[config.mk]
export PLATFORM = sky130hd
export DESIGN_NAME = rxsat_guard
export DESIGN_NICKNAME = d
export VERILOG_FILES = /design/src/rtl/rxsat_pkg.sv /design/src/rtl/rxsat_limiter.sv /design/src/rtl/rxsat_clip_flag.sv /design/src/rtl/rxsat_guard.sv
export SDC_FILE = /design/constraint.sdc
export NUM_CORES = 1
export LEC_CHECK = 0
export ABC_CLOCK_PERIOD_IN_PS = 4200
export BUFFER_PORTS_ARGS = -buffer_cell sky130_fd_sc_hd__buf_2
export CORE_MARGIN = 5
export CORE_UTILIZATION = 38
export DETAILED_ROUTE_END_ITERATION = 8
export HOLD_SLACK_MARGIN = 0.12
export PLACE_DENSITY = 0.7
export SYNTH_ARGS = -nofsm -noshare
export SYNTH_HDL_FRONTEND = slang
export SYNTH_SLANG_ARGS = --single-unit
[constraint.sdc]
create_clock -name clk -period 4.2 [get_ports clk]
set_clock_uncertainty 0.1 [all_clocks]
set_input_delay 0.42 -clock clk [delete_from_list [all_inputs] [get_ports clk]]
set_output_delay 0.42 -clock clk [all_outputs]
set_load 0.03 [all_outputs]
[src/rtl/rxsat_pkg.sv]
package rxsat_pkg;

  // Word format select; the encoding matches the fmt_sel pin.
  typedef enum logic {
    FMT_TWO_SIGN = 1'b0,
    FMT_ONE_SIGN = 1'b1
  } rx_fmt_e;

  // Largest positive value representable with the given count of magnitude bits.
  function automatic int pos_limit(input int mag_bits);
    return (1 << mag_bits) - 1;
  endfunction

  // Most negative value for the same magnitude width.
  function automatic int neg_limit(input int mag_bits);
    return -(1 << mag_bits);
  endfunction

endpackage

[src/rtl/rxsat_limiter.sv]
module rxsat_limiter
  import rxsat_pkg::*;
#(
  parameter int IN_W  = 18,
  parameter int OUT_W = 16
) (
  input  logic             clk,
  input  logic             rst,
  input  logic             in_vld,
  input  logic [IN_W-1:0]  smp_in,
  input  rx_fmt_e          fmt,
  output logic [OUT_W-1:0] smp_out,
  output logic             out_vld,
  output logic             clip_evt
);

  // Magnitude widths for the two formats.
  localparam int MAG_ONE = OUT_W - 1;
  localparam int MAG_TWO = OUT_W - 2;
  localparam logic [IN_W-1:0] HI_ONE = IN_W'(pos_limit(MAG_ONE));
  localparam logic [IN_W-1:0] LO_ONE = IN_W'(neg_limit(MAG_ONE));
  localparam logic [IN_W-1:0] HI_TWO = IN_W'(pos_limit(MAG_TWO));
  localparam logic [IN_W-1:0] LO_TWO = IN_W'(neg_limit(MAG_TWO));

  logic signed [IN_W-1:0] s_in;
  logic signed [IN_W-1:0] hi_lim;
  logic signed [IN_W-1:0] lo_lim;
  logic                   over;
  logic                   under;
  logic [OUT_W-1:0]       sat_w;

  assign s_in = $signed(smp_in);

  // Pick the limit pair for the active format.
  always_comb begin
    if (fmt == FMT_ONE_SIGN) begin
      hi_lim = $signed(HI_ONE);
      lo_lim = $signed(LO_ONE);
    end else begin
      hi_lim = $signed(HI_TWO);
      lo_lim = $signed(LO_TWO);
    end
  end

  assign over  = s_in > hi_lim;
  assign under = s_in < lo_lim;

  always_comb begin
    if (over)       sat_w = hi_lim[OUT_W-1:0];
    else if (under) sat_w = lo_lim[OUT_W-1:0];
    else            sat_w = smp_in[OUT_W-1:0];
  end

  assign clip_evt = in_vld & (over | under);

  // Output stage: one register, holds while no sample is offered.
  always_ff @(posedge clk) begin
    if (rst) begin
      smp_out <= '0;
      out_vld <= 1'b0;
    end else begin
      out_vld <= in_vld;
      if (in_vld) smp_out <= sat_w;
    end
  end

  // Wide format: samples above the limit come out as the positive full scale.
  assert_one_sign_hi_R2: assert property (@(posedge clk) disable iff (rst)
    (in_vld && fmt == FMT_ONE_SIGN && $signed(smp_in) > $signed(HI_ONE))
      |=> (smp_out == HI_ONE[OUT_W-1:0]));

  // Wide format: samples below the limit come out as the negative full scale.
  assert_one_sign_lo_R2: assert property (@(posedge clk) disable iff (rst)
    (in_vld && fmt == FMT_ONE_SIGN && $signed(smp_in) < $signed(LO_ONE))
      |=> (smp_out == LO_ONE[OUT_W-1:0]));

  // Narrow format: both ends are folded to their full-scale codes.
  assert_two_sign_clamp_R3: assert property (@(posedge clk) disable iff (rst)
    (in_vld && fmt == FMT_TWO_SIGN && $signed(smp_in) > $signed(HI_TWO))
      |=> (smp_out == HI_TWO[OUT_W-1:0]));

  assert_two_sign_floor_R3: assert property (@(posedge clk) disable iff (rst)
    (in_vld && fmt == FMT_TWO_SIGN && $signed(smp_in) < $signed(LO_TWO))
      |=> (smp_out == LO_TWO[OUT_W-1:0]));

  // In-range samples pass unchanged after one stage.
  assert_pass_through_R4: assert property (@(posedge clk) disable iff (rst)
    (in_vld && fmt == FMT_ONE_SIGN &&
     $signed(smp_in) <= $signed(HI_ONE) && $signed(smp_in) >= $signed(LO_ONE))
      |=> (smp_out == $past(smp_in[OUT_W-1:0])));

  // The output holds while no sample is offered.
  assert_idle_hold_R4: assert property (@(posedge clk) disable iff (rst)
    !in_vld |=> $stable(smp_out));

  // The valid flag follows the input valid by exactly one edge.
  assert_valid_lag_R4: assert property (@(posedge clk) disable iff (rst)
    in_vld |=> out_vld);

endmodule

[src/rtl/rxsat_clip_flag.sv]
module rxsat_clip_flag (
  input  logic clk,
  input  logic rst,
  input  logic set_i,
  input  logic clr_wr,
  input  logic clr_bit,
  output logic flag_o
);

  logic clr_req;

  // Only a written zero is a clear request; a written one is ignored.
  assign clr_req = clr_wr & ~clr_bit;

  // The set takes priority, so a clip in the clear cycle is not lost.
  always_ff @(posedge clk) begin
    if (rst)          flag_o <= 1'b0;
    else if (set_i)   flag_o <= 1'b1;
    else if (clr_req) flag_o <= 1'b0;
  end

  assert_flag_sets_R5: assert property (@(posedge clk) disable iff (rst)
    set_i |=> flag_o);

  assert_flag_sticky_R6: assert property (@(posedge clk) disable iff (rst)
    (flag_o && !(clr_wr && !clr_bit)) |=> flag_o);

  assert_flag_clears_R7: assert property (@(posedge clk) disable iff (rst)
    (clr_wr && !clr_bit && !set_i) |=> !flag_o);

  assert_collision_keeps_R8: assert property (@(posedge clk) disable iff (rst)
    (set_i && clr_wr && !clr_bit) |=> flag_o);

  assert_rise_has_cause_R5: assert property (@(posedge clk) disable iff (rst)
    $rose(flag_o) |-> $past(set_i));

endmodule

[src/rtl/rxsat_guard.sv]
module rxsat_guard
  import rxsat_pkg::*;
#(
  parameter int IN_W  = 18,
  parameter int OUT_W = 16
) (
  input  logic             clk,
  input  logic             rst,
  input  logic             in_vld,
  input  logic [IN_W-1:0]  smp_in,
  input  logic             fmt_sel,
  input  logic             clr_wr,
  input  logic             clr_bit,
  output logic [OUT_W-1:0] smp_out,
  output logic             out_vld,
  output logic             clip_o,
  output logic             clip_sts
);

  rx_fmt_e fmt;
  logic    clip_evt;
  logic    flag;

  assign fmt = rx_fmt_e'(fmt_sel);

  rxsat_limiter #(
    .IN_W  (IN_W),
    .OUT_W (OUT_W)
  ) u_limiter (
    .clk      (clk),
    .rst      (rst),
    .in_vld   (in_vld),
    .smp_in   (smp_in),
    .fmt      (fmt),
    .smp_out  (smp_out),
    .out_vld  (out_vld),
    .clip_evt (clip_evt)
  );

  rxsat_clip_flag u_flag (
    .clk     (clk),
    .rst     (rst),
    .set_i   (clip_evt),
    .clr_wr  (clr_wr),
    .clr_bit (clr_bit),
    .flag_o  (flag)
  );

  assign clip_o   = flag;
  assign clip_sts = flag;

  // Reset leaves every output in its idle state one edge later.
  assert_reset_idle_R1: assert property (@(posedge clk)
    rst |=> (smp_out == '0 && !out_vld && !clip_o));

  // A written one never lowers the flag.
  assert_write_one_ignored_R7: assert property (@(posedge clk) disable iff (rst)
    (clip_o && clr_wr && clr_bit) |=> clip_o);

endmodule

== Yosys cells after proc, flatten, opt, wreduce, memory -nomap -nowiden ==
Cells that the tools add are included.
Widths: inputs -> output; s select.

* Bits in registers: 18
* Bits in latches: 0
* Bits in writable memories: 0
* Memory bits (read-only): 0
* Input bits: 24
* Output and inout port bits: 19
* Word-level logic and storage cells: 16
* Memories kept: 0

* Add/sub/neg operators: 0
* Multiply operators: 0
* Divide/modulo/power cells: 0
* Magnitude comparators: 2
* Eq/ne operators: 0
* Shift-type cells: 0
* Muxes and demuxes: 6
* Bitwise operators: 4
* Reduce and logical (&&, ||, !) cells: 1

{| class="wikitable"
|+ Operators by type and width
! kind !! number
|-
| $mux 16 || 2
|-
| $mux 15 || 2
|-
| $gt 18x18->1 || 1
|-
| $lt 18x16->1 || 1
|-
| $and 1x1->1 || 2
|-
| $mux 1 || 2
|-
| $reduce_bool 2->1 || 1
|-
| $not 1->1 || 1
|-
| $or 1x1->1 || 1
|}

== Logic depth before layout (Yosys ltp) ==
* Depth in word-level cells: 5
* Gate-level depth with buffers: 7
* Gate-level depth less buffers: 6

== By module ==
From an unflattened synthesis, not the netlist that was laid out.

* Cells, all modules: 68
* Area, all modules: 770.7 µm²

{| class="wikitable"
|+ Modules (own cells, without submodules)
! module !! instances !! cells each !! area each (µm²) !! seq. area each (µm²)
|-
| rxsat_limiter || 1 || 63 || 716.9 || 340.3
|-
| rxsat_clip_flag || 1 || 4 || 46.3 || 20.0
|-
| rxsat_guard || 1 || 1 || 7.5 || 0.0
|}

== Least setup slack after synthesis ==
Ideal clock, no wire load.

* Path kind: input port to flip-flop
* From: in smp_in[14]
* To: reg u_limiter.smp_out[10]
* Library setup time: 122 ps
* Arrival time: 1,873 ps
* Data required time: 3,978 ps
* Setup slack: 2,106 ps
* Stages: 7
* Path buffers: 1
* Cell sequence: inv_1 > ha_1 > nand4b_1 > o41ai_4 > a21boi_2 > buf_6 > a221o_1

* Longest elaborated chain between the ends: 3
* Elaborated cells on any way between the ends: 4
* Classes of those cells: order compare (2); mux (2)

{| class="wikitable"
|+ Ends and longest elaborated chain
! element !! RTL line !! source
|-
| start: declaration || rxsat_guard.sv:10 || <nowiki>input logic [IN_W-1:0] smp_in,</nowiki>
|-
| $lt 18x16->1 || rxsat_limiter.sv:46 || <nowiki>assign under = s_in < lo_lim;</nowiki>
|-
| $mux 16 || rxsat_limiter.sv:50 || <nowiki>else if (under) sat_w = lo_lim[OUT_W-1:0];</nowiki>
|-
| $mux 16 (*) || rxsat_limiter.sv:49 || <nowiki>if (over) sat_w = hi_lim[OUT_W-1:0];</nowiki>
|-
| end signal: assignment || rxsat_limiter.sv:63 || <nowiki>if (in_vld) smp_out <= sat_w;</nowiki>
|-
| end: declaration || rxsat_limiter.sv:12 || <nowiki>output logic [OUT_W-1:0] smp_out,</nowiki>
|}

Every way passes the cells marked *; elsewhere a longest branch is shown, timed or not.
A chain may end at the register's enable or synchronous reset.

== Worst setup path in the final report ==
* From: in smp_in[14]
* To: reg u_limiter.smp_out[5]

Same word-level chain as after synthesis.

==> results.md <==
* Setup TNS at 0 ns
* Post-CTS Hold Buffers at 0
* Leakage power at 0.0005040 µW
* VDD IR max at 168.4 µV
* Final nets at 136
* Fill cell count at 188
* Worst path cell trace: buf_2 -> inv_1 -> ha_1 -> nand3b_1 -> a21boi_2 -> a21boi_2 -> a221o_1
* GRT Overall Usage at 0.1327
* Total power at 389.7 µW
* Pwr per Cell Area at 383.1 nW/µm²
* Die area at 3005 µm²
* Reg clk slew, reported paths at 0.10 ns
* Min-Delay Path Class: in -> reg
* Drt drc at 0
* Crit-path max FO at 15
* Layout area overhead at 33.28%
* Crit path launch: smp_in[14]
* Status: completed
* Htree depth at 1
* Synthesis Warnings at 0
* Clock sinks at 18
* Cts bufs inserted at 3
* Pin count of the biggest net entering global routing at 16
* Clock buffer depth at 2
* Gr ovfl total at 0
* Commonest non-fill, non-tap cell in the layout: buf_2
* Core ar. at 1942 µm²
* Crit path largest cell delay at 0.59 ns
* Final Cycle Share at 0.5043
* Post-Syn Nets at 93
* FMAX at 472.1 MHz
* Max Cap Violations at 0
* RD Place Congestion at 0.8035
* Clock tree from TritonCTS: yes
* Share of cells above drive strength 1 at 0.4495
* Die Ht at 54.82 µm
* IO Pins at 43
* Cells after DPL at 132
* Placement Setup Slack at 1.777 ns
* WL final at 1838 µm
* Max Slew Vio Count at 0
* Final setup fails at 0
* Vias per std cell at 5.169
* Initial antenna violation count at 0
* First-pass GRT wire length at 2842 µm
* Clk_lat worst skew at 0.29 ns
* Arr. time, crit path at 2.25 ns
* Relative slew slack at 0.4401
* Most frequent cells in the layout: buf_2 (42), dfxtp_1 (18), a221o_1 (14)
* Placed wire-length estimate at 1475 µm
* Crit-path slowest cell: a21boi_2
* Fin worst setup slack at 2.082 ns
* Synth Register Bits at 18
* Minimum clock period at 2.118 ns
* Hold Path Origin: smp_in[10]
* RSZ-0062 raised after global routing: no
* Post-Syn Instances at 67
* Seq/Total Area, Yosys at 0.4721
* Post-DR wirelength/cell at 13.51 µm
* Type of destination of the critical path: flop
* PostCTS Resize Cnt at 0
* WS Path Type: in -> reg
* Initial detailed-routing violation count at 16
* Ant diodes at 0
* Synth cell types at 27
* Avg Inst Size Synth at 11.39 µm²
* Post-Syn Area at 763.2 µm²
* Most used cell, CP: a21boi_2
* Vias at 703
* FP Rows at 16
* Crit path required time at 4.33 ns
* Layout Cells excl Fill at 136
* ANT nets after route at 0
* CP Launch Type: input port
* Final hold vios at 0
* Initial Util at 0.3930
* Worst-margin pin slew at 0.8367 ns
* Vias in the first global route at 674
* Reg2Reg Launch Point: u_limiter.smp_out[14]$_SDFFE_PP0P_
* Root buffer cell: clkbuf_4
* Die width at 54.82 µm
* Detailed Routing Iterations Pass 1 at 4
* Post-CTS setup buffer count at 0
* Count of input and output buffers at 42
-- cells by family (layout without fill, tap and decap cells) --
| logic type | Yosys count | after routing | share of synthesized area |
|---|---|---|---|
| compound gates | 22 | 22 | 0.3049 |
| fa+ha+maj | 2 | 2 | 0.03278 |
| buf+inv | 7 | 49 | 0.04919 |
| flops | 18 | 18 | 0.4721 |
| mux | 1 | 1 | 0.01312 |
| simple gates | 17 | 17 | 0.1279 |
-- power breakdown --
part           switching [µW]  leakage [µW]  internal (µW)
clock network            52.4     0.0000210           52.9
registers                7.51      0.000149            185
logic                    57.5      0.000334           34.2
total                     117      0.000504            272
-- stage by stage --
stage               hold WS (ns)  utilization  cell area [µm²]
floorplan                 0.3924            -            763.2
global placement          0.3649       0.5052            980.9
detailed placement        0.3705       0.5052            980.9
CTS                       0.2458       0.5238             1017
global route              0.2461       0.5238             1017
finish                    0.2523       0.5238             1017
-- cell usage after synthesis --
master	instances	area, µm²
a2111oi_0	1	8.760
a211o_1	1	8.760
a211oi_1	1	7.510
a21boi_2	2	22.52
a221o_1	14	140.1
a32o_1	1	10.01
and2_1	1	6.260
and2b_1	1	7.510
and3_1	1	6.260
buf_4	1	7.510
buf_6	1	11.26
clkbuf_1	2	7.510
dfxtp_1	18	360.4
ha_1	2	25.02
inv_1	3	11.26
mux2i_1	1	10.01
nand2_1	2	7.510
nand2b_1	1	6.260
nand3_1	2	10.01
nand3b_1	1	7.510
nand4_1	2	12.51
nand4b_1	1	8.760
nor2_1	3	11.26
nor2b_1	1	6.260
nor3b_1	1	7.510
o21bai_1	1	7.510
o41ai_4	1	27.53
-- path summary, 6_finish.rpt --
check / endpoint / slack (ns) / cells after the start
worst max-delay path: u_limiter.smp_out[5]$_SDFFE_PP0P_ / 2.08 / 7
worst min-delay path: u_limiter.smp_out[10]$_SDFFE_PP0P_ / 0.25 / 2
worst max register to register: u_limiter.smp_out[14]$_SDFFE_PP0P_ / 3.10 / 3
worst min register to register: u_limiter.smp_out[4]$_SDFFE_PP0P_ / 0.39 / 1
-- cell type report --
| class | count | area (µm²) | area share |
|---|---|---|---|
| Sequential cell | 18 | 360.3 | 0.3542 |
| Multi-Input combinational cell | 42 | 365.4 | 0.3592 |
| Timing Repair Buffer | 42 | 210.2 | 0.2066 |
| Tap cell | 27 | 33.78 | 0.03321 |
| Inverter | 3 | 11.26 | 0.01107 |
| Clock buffer | 4 | 36.28 | 0.03567 |
-- state kept, by name (all words and copies together), names as in the netlist --
name               cells
u_limiter.smp_out     16
u_flag.flag_o          1
u_limiter.out_vld      1
-- critical path: cells and delay by family --
| family | cells | cell delay (ns) |
|---|---|---|
| buf+inv | 2 | 0.14 |
| compound gates | 3 | 1.31 |
| simple gates | 1 | 0.20 |
| fa+ha+maj | 1 | 0.18 |
-- routing by layer --
metal | vias up | share of wire | global-route usage
met5 | - | 0 | 0
li1 | 351 | - | -
met1 | 315 | 0.45 | 0.1647
met3 | 3 | 0.11 | 0.04087
met4 | 0 | 0.015 | 0.06224
met2 | 34 | 0.43 | 0.2067
(Power assumes the default switching activity.)
